==> src/rtl/dwrf_pkg.sv <==
`timescale 1ns/100ps
package dwrf_pkg;

    localparam int unsigned DEF_NUM_REGS = 8;
    localparam int unsigned DEF_DATA_W   = 8;

    // Which write port feeds a register slot's data input
    typedef enum logic {
        SRC_PORT0 = 1'b0,
        SRC_PORT1 = 1'b1
    } wsrc_e;

    // Port 1 takes the slot whenever it hits it; otherwise port 0 data is offered
    function automatic wsrc_e pick_src(input logic hit_p1);
        return hit_p1 ? SRC_PORT1 : SRC_PORT0;
    endfunction

endpackage

==> src/rtl/dwrf_wr_decode.sv <==
`timescale 1ns/100ps
module dwrf_wr_decode #(
    parameter int unsigned NUM_REGS = dwrf_pkg::DEF_NUM_REGS,
    localparam int unsigned SEL_W   = $clog2(NUM_REGS)
) (
    input  logic                en,
    input  logic [SEL_W-1:0]    sel,
    output logic [NUM_REGS-1:0] hit
);

    for (genvar g = 0; g < NUM_REGS; g++) begin : g_hit
        assign hit[g] = en && (sel == SEL_W'(g));
    end

    always_comb begin
        AST_DECODE_SINGLE: assert ($onehot0(hit));
        if (!en) begin
            AST_DECODE_IDLE: assert (hit == '0);
        end
    end

endmodule

==> src/rtl/dwrf_slot.sv <==
`timescale 1ns/100ps
module dwrf_slot
    import dwrf_pkg::*;
#(
    parameter int unsigned DATA_W = DEF_DATA_W
) (
    input  logic              clk,
    input  logic              rst,
    input  logic              hit0,
    input  logic              hit1,
    input  logic [DATA_W-1:0] wdata0,
    input  logic [DATA_W-1:0] wdata1,
    output logic [DATA_W-1:0] q
);

    wsrc_e             src;
    logic              load;
    logic [DATA_W-1:0] next_val;

    always_comb begin
        load     = hit0 | hit1;
        src      = pick_src(hit1);
        next_val = (src == SRC_PORT1) ? wdata1 : wdata0;
    end

    always_ff @(posedge clk) begin
        if (rst) begin
            q <= '0;
        end else if (load) begin
            q <= next_val;
        end
    end

    AST_SLOT_CLEAR: assert property (@(posedge clk)
        rst |=> (q == '0));
    AST_SLOT_PORT0_LOAD: assert property (@(posedge clk) disable iff (rst)
        (hit0 && !hit1) |=> (q == $past(wdata0)));
    AST_SLOT_PORT1_WINS: assert property (@(posedge clk) disable iff (rst)
        hit1 |=> (q == $past(wdata1)));
    AST_SLOT_HOLD: assert property (@(posedge clk) disable iff (rst)
        (!hit0 && !hit1) |=> $stable(q));

endmodule

==> src/rtl/dwrf_rd_mux.sv <==
`timescale 1ns/100ps
module dwrf_rd_mux #(
    parameter int unsigned NUM_REGS = dwrf_pkg::DEF_NUM_REGS,
    parameter int unsigned DATA_W   = dwrf_pkg::DEF_DATA_W,
    localparam int unsigned SEL_W   = $clog2(NUM_REGS)
) (
    input  logic [NUM_REGS-1:0][DATA_W-1:0] regs,
    input  logic [SEL_W-1:0]                sel,
    output logic [DATA_W-1:0]               dout
);

    always_comb begin
        dout = regs[sel];
    end

endmodule

==> src/rtl/dwrf_top.sv <==
`timescale 1ns/100ps
module dwrf_top #(
    parameter int unsigned NUM_REGS = dwrf_pkg::DEF_NUM_REGS,
    parameter int unsigned DATA_W   = dwrf_pkg::DEF_DATA_W,
    localparam int unsigned SEL_W   = $clog2(NUM_REGS)
) (
    input  logic              clk,
    input  logic              rst,
    input  logic              wr0_en,
    input  logic [SEL_W-1:0]  wr0_sel,
    input  logic [DATA_W-1:0] wr0_data,
    input  logic              wr1_en,
    input  logic [SEL_W-1:0]  wr1_sel,
    input  logic [DATA_W-1:0] wr1_data,
    input  logic [SEL_W-1:0]  rd_sel,
    output logic [DATA_W-1:0] rd_data
);

    logic [NUM_REGS-1:0]             hit_p0;
    logic [NUM_REGS-1:0]             hit_p1;
    logic [NUM_REGS-1:0][DATA_W-1:0] store;

    dwrf_wr_decode #(.NUM_REGS(NUM_REGS)) u_dec0 (
        .en  (wr0_en),
        .sel (wr0_sel),
        .hit (hit_p0)
    );

    dwrf_wr_decode #(.NUM_REGS(NUM_REGS)) u_dec1 (
        .en  (wr1_en),
        .sel (wr1_sel),
        .hit (hit_p1)
    );

    for (genvar g = 0; g < NUM_REGS; g++) begin : g_slot
        dwrf_slot #(.DATA_W(DATA_W)) u_slot (
            .clk    (clk),
            .rst    (rst),
            .hit0   (hit_p0[g]),
            .hit1   (hit_p1[g]),
            .wdata0 (wr0_data),
            .wdata1 (wr1_data),
            .q      (store[g])
        );
    end

    dwrf_rd_mux #(.NUM_REGS(NUM_REGS), .DATA_W(DATA_W)) u_rd (
        .regs (store),
        .sel  (rd_sel),
        .dout (rd_data)
    );

    AST_COLLIDE_PORT1: assert property (@(posedge clk) disable iff (rst)
        (wr0_en && wr1_en && (wr0_sel == wr1_sel))
        |=> (store[$past(wr1_sel)] == $past(wr1_data)));
    AST_DUAL_UPDATE: assert property (@(posedge clk) disable iff (rst)
        (wr0_en && wr1_en && (wr0_sel != wr1_sel))
        |=> (store[$past(wr0_sel)] == $past(wr0_data)));
    AST_IDLE_FILE: assert property (@(posedge clk) disable iff (rst)
        (!wr0_en && !wr1_en) |=> $stable(store));
    AST_READ_HOLDS: assert property (@(posedge clk) disable iff (rst)
        ($stable(rd_sel) && !$past(rst) && !$past(wr0_en) && !$past(wr1_en))
        |-> $stable(rd_data));

endmodule

==> config.mk <==
export PLATFORM = sky130hd
export DESIGN_NAME = dwrf_top
export DESIGN_NICKNAME = d
export VERILOG_FILES = /design/src/rtl/dwrf_pkg.sv /design/src/rtl/dwrf_wr_decode.sv /design/src/rtl/dwrf_slot.sv /design/src/rtl/dwrf_rd_mux.sv /design/src/rtl/dwrf_top.sv
export SDC_FILE = /design/constraint.sdc
export NUM_CORES = 1
export LEC_CHECK = 0
export BUFFER_PORTS_ARGS = -buffer_cell sky130_fd_sc_hd__buf_2
export CAP_MARGIN = 25
export CORE_MARGIN = 8
export CORE_UTILIZATION = 53
export DETAILED_ROUTE_END_ITERATION = 8
export GPL_ROUTABILITY_DRIVEN = 1
export PLACE_DENSITY = 0.87
export SYNTH_ARGS = -nofsm -noshare
export SYNTH_HDL_FRONTEND = slang
export SYNTH_SLANG_ARGS = --single-unit
==> constraint.sdc <==
create_clock -name clk -period 1.55 [get_ports clk]
set_input_delay 0.155 -clock clk [delete_from_list [all_inputs] [get_ports clk]]
set_output_delay 0.155 -clock clk [all_outputs]
set_load 0.05 [all_outputs]
# == After elaboration in Yosys (flattened, before gate mapping) ==
# Cells that the tools add are included.
# W data, S select, Z words.
# classes
add_sub_neg,0
n_mul,0
n_div,0
magnitude_cmp,1
eq_ne,14
n_shift,0
muxes,18
n_bitwise,8
n_reduce_logical,18
# op_table
cell,count
$mux W8,9
$bmux W8 S3,1
$eq A3 B3 Y1 const B,8
$logic_and A1 B1 Y1,16
$eq A3 B2 Y1 const B,4
$mux W1,8
$or A1 B1 Y1,8
$eq A3 B1 Y1 const B,2
$logic_not A3 Y1,2
$lt A3 B4 Y1 const B,1
# word_totals
regBits,64
latchBits,0
mem_bits_rw,0
romBits,0
in_bits,29
output_inout_bits,8
elab_cells,67
mem_count,0

# == Logic depth before layout (Yosys ltp) ==
# logic_depth
ltp_word,4
ltp_mapped,6

# == Modules after synthesis ==
# A second synthesis with hierarchy kept.
# hier_totals
cells_unflattened,325
hier_area_um2,3696.0
# by_module_without_submodules
module,n_inst,cells_each,area_per_inst_um2,seq_area_each_um2
dwrf_slot,8,35,369.1,160.2
dwrf_rd_mux,1,29,550.5,0.0
dwrf_wr_decode,2,8,96.3,0.0

# == Worst setup path after synthesis ==
# No wires, ideal clock.
# synth_timing
path_kind,input to output
from,input rd_sel[1]
to,output rd_data[2]
arrival_time_ns,1.494
t_required_ns,1.395
path_slack_ns,-0.099
stages,4
path_buffers,2
path_cell_list,buf_2 buf_2 mux4_2 mux2_2
# synth_via
elab_chain_cells,2
# synth_lines
item,line,rtl
from (decl),dwrf_top.sv:15,"input logic [SEL_W-1:0] rd_sel,"
$bmux W8 S3,dwrf_rd_mux.sv:13,dout = regs[sel];
$mux W8 (not written as such),dwrf_rd_mux.sv:13,
to (decl),dwrf_top.sv:16,output logic [DATA_W-1:0] rd_data
# Every way passes these cells. The select of a mux whose other input is x is not followed.

# == Final worst setup path ==
# layout_timing
from,register g_slot[3].u_slot.q[1]
to,output rd_data[1]
# layout_via
elab_chain_cells,2
# layout_lines
item,line,rtl
from (decl),dwrf_slot.sv:13,output logic [DATA_W-1:0] q
from (signal assigned),dwrf_slot.sv:30,q <= next_val;
$bmux W8 S3,dwrf_rd_mux.sv:13,
$mux W8 (not written as such),dwrf_rd_mux.sv:13,
# Every way passes these cells. The select of a mux whose other input is x is not followed.

==> reports/metrics.cfg <==
[status]
status=finished with violations
violations=setup timing

[critical_path]
endpoint_kind=output pin
worstSetupStartpointType=flip-flop
cp.arrival_ns=1.60
worst-endpoint-required_ns=1.39
crit_chain=mux4_2 > mux2_4 > buf_6
rrSetupSlack_ns=0.70
worstPathMaxFanout=2
r2r_end=g_slot[3].u_slot.q[6]$_SDFFE_PP0P_
reg2regPathDepth=3
r2r-start=g_slot[3].u_slot.q[6]$_SDFFE_PP0P_
critPathSlowestCell=mux4_2
crit_path_max_incr_delay_ns=0.48
crit_type=flip-flop to output pin

[run]
drv_cap=0

[pwr]
p_leak_nw=1.47
intPower_mw=2.70
combPwrFrac=0.170
power_frac_seq=0.481
switching_share=0.269
clockPowerShare=0.348
p_sw_mw=0.997
p_per_area_mw_per_mm2=894
total_power_mw=3.70
ir_worst_vdd_uv=507

[logic_synthesis]
synth-main-ff-cell=dfxtp_1
synth.top_cell.area_share=0.359
synth_top_area_cell=dfxtp_1
netlist_top_cells_count=80 x nand2_1, 64 x dfxtp_1, 64 x nor2_1, 32 x a311oi_1, 27 x clkbuf_1
synth.avg_cell_area_um2=8.99
synth.most_common_cell=nand2_1
synth_cell_type_count=24
mappedNetlistArea_mm2=0.00357
synthesis.instances=397
syn_nets=426
yosys_register_bits=64
synth_area_leaders=dfxtp_1 36%, mux4_2 10%, nand2_1 8.4%, a311oi_1 7.9%, mux2i_1 6.7%
ys_seq_area_frac=0.359
synth_edf_count=0
synthArstFlopShare=0
synth_warnings=0

[timing]
tightest_slew_ns=0.504
fin_ws_ns=-0.207
rsz0062_at_grt=yes
finClkSkew_ns=0
slew_headroom=0.663
maxSlewViolCount=0
achievable-frequency_mhz=569
final.min_clock_period_ns=1.76
final-hold-violation-count=0
setup_viol=8
final.period_utilization=1.13

[floorplan]
start_util=0.537
row_count=30
io_pins=37
die_x_um=98.1
die_h_um=98.1
dieArea_mm2=0.00961
coreArea_mm2=0.00664

[route]
drt_iter0_markers=311
drc_errors=0
ant_nets=0
post_drt_wl_per_cell_um=21.7
first_pass_iters=5
vias=3337
viasPerCell=6.69
totalWireLength_um=10800

[finish]
design_area_mm2=0.00414
regMostFlops=g_slot.u_slot.q
nNetsFinal=445
antenna_cells=0
largestRegisters=g_slot.u_slot.q: 64 flops
area_growth_pct=15.9
drive_gt1_frac=0.296
largest_reg_flops=64

[global_route]
grt_util_met1=0.260
busiest_layer=met2
antenna_found_initial=0
grt-ovfl-total=0
grt_pass1_vias=3386
grt_max_degree=65
grt_usage=0.224
grtUsageMet2=0.364
grtUsageMet3=0.0661
grt_pass1_wl_um=17000

[cts]
cts_made_buffers=9
cts_tree=done
htree_levels=3
cts_sinks=64
cts.clk_slew.worst_paths_ns=0.06
clock_path_buffers=2
cts-root-buf=clkbuf_8
clkLatencyLatePin_ns=0.34
cts_hold_buffers=0

[placement]
io_buffers=36
dp.final_hpwl_um=7120
gp_congestion=0.882
place_area_mm2=0.00382

[min_path]
hold_path_end=g_slot[7].u_slot.q[2]$_SDFFE_PP0P_
min_path_type=primary input to flip-flop
hold_depth=3
worstHoldStart=wr0_data[2]

[per-layer routing]
| metal | vias up | share of wire | wire length, um |
|---|---|---|---|
| met3 | 42 | 0.11 | 1190 |
| met4 | 0 | 0.037 | 403 |
| li1 | 1477 | - | - |
| met5 | - | 0 | 0 |
| met1 | 1593 | 0.38 | 4140 |
| met2 | 225 | 0.47 | 5100 |
[through the flow]
step                setup slack (ns)  hold WS, ns  setup TNS (ns)  utilization  instances
finish                        -0.207        0.161           -1.51        0.623        499
global placement             -0.0198        0.464         -0.0730        0.575        482
floorplan                    -0.0422        0.452         -0.0422            -        397
CTS                           -0.198        0.151           -1.51        0.617        497
detailed placement           -0.0453        0.469          -0.219        0.575        482
global route                  -0.250        0.162           -1.80        0.623        499
[power by group through the flow]
stage	Sequential (mW)	Combinational, mW	Clock [mW]
after floorplan	1.79	0.416	0
after global routing	1.79	0.666	1.39
after global placement	1.81	0.538	0
after CTS	1.78	0.607	1.30
after detailed placement	1.81	0.564	0
final	1.78	0.630	1.29
[area by class of cell]
| cell class | instances | area [um2] |
|---|---|---|
| multi-input cells | 277 | 2050 |
| repair buffers | 64 | 517 |
| flip-flops and latches | 64 | 1290 |
| fillers | 551 | 2510 |
| clock buffers | 14 | 173 |
| well taps | 80 | 100 |
[worst max-delay path by stage]
| stage | from | to | slack (ns) | depth (start not counted) |
|---|---|---|---|---|
| 2_1_floorplan | rd_sel[1] | rd_data[2] | -0.04 | 4 |
| 3_3_place_gp | rd_sel[0] | rd_data[0] | -0.02 | 5 |
| 3_5_place_dp | rd_sel[0] | rd_data[1] | -0.05 | 5 |
| 4_1_cts | g_slot[3].u_slot.q[1]$_SDFFE_PP0P_ | rd_data[1] | -0.20 | 3 |
| 6_report | g_slot[3].u_slot.q[1]$_SDFFE_PP0P_ | rd_data[1] | -0.21 | 3 |
| 5_1_grt | g_slot[7].u_slot.q[2]$_SDFFE_PP0P_ | rd_data[2] | -0.25 | 3 |
[repair_timing]
action                                 CTS  global route
endpoints found under the hold margin    0             0
buffers inserted                         1             2
resized for setup                       32            10
setup endpoints to repair                8             8
[placed cells by master, fill, tap and decap left out, drive strengths merged]
cell type / Yosys / layout
nor2: 64 / 64
mux2: 8 / 8
mux2i: 24 / 24
and4b: 3 / 3
a211oi: 24 / 24
nor4b: 1 / 1
and4bb: 3 / 3
dfxtp: 64 / 64
nand4: 2 / 2
clkbuf: 28 / 14
buf: 28 / 64
nand2: 80 / 80
nand4bb: 3 / 3
nand4b: 6 / 6
mux4: 16 / 16
a311oi: 40 / 40
and4: 1 / 1
or4b: 2 / 2
[worst max-delay path: cells and delay by family, from the launching register on]
kind / cells / cell delay, ns
buffers and inverters: 1 / 0.16
DFF: 1 / 0.32
muxes: 2 / 0.79
[cells by family after synthesis]
logic type             count (synthesis)  synth area share
buffers and inverters                 56            0.0743
muxes                                 48             0.194
DFF                                   64             0.359
and+or+nand+nor                      165             0.210
AOI/OAI and AO/OA                     64             0.163
No activity file was read; power rests on OpenSTA's default activity.
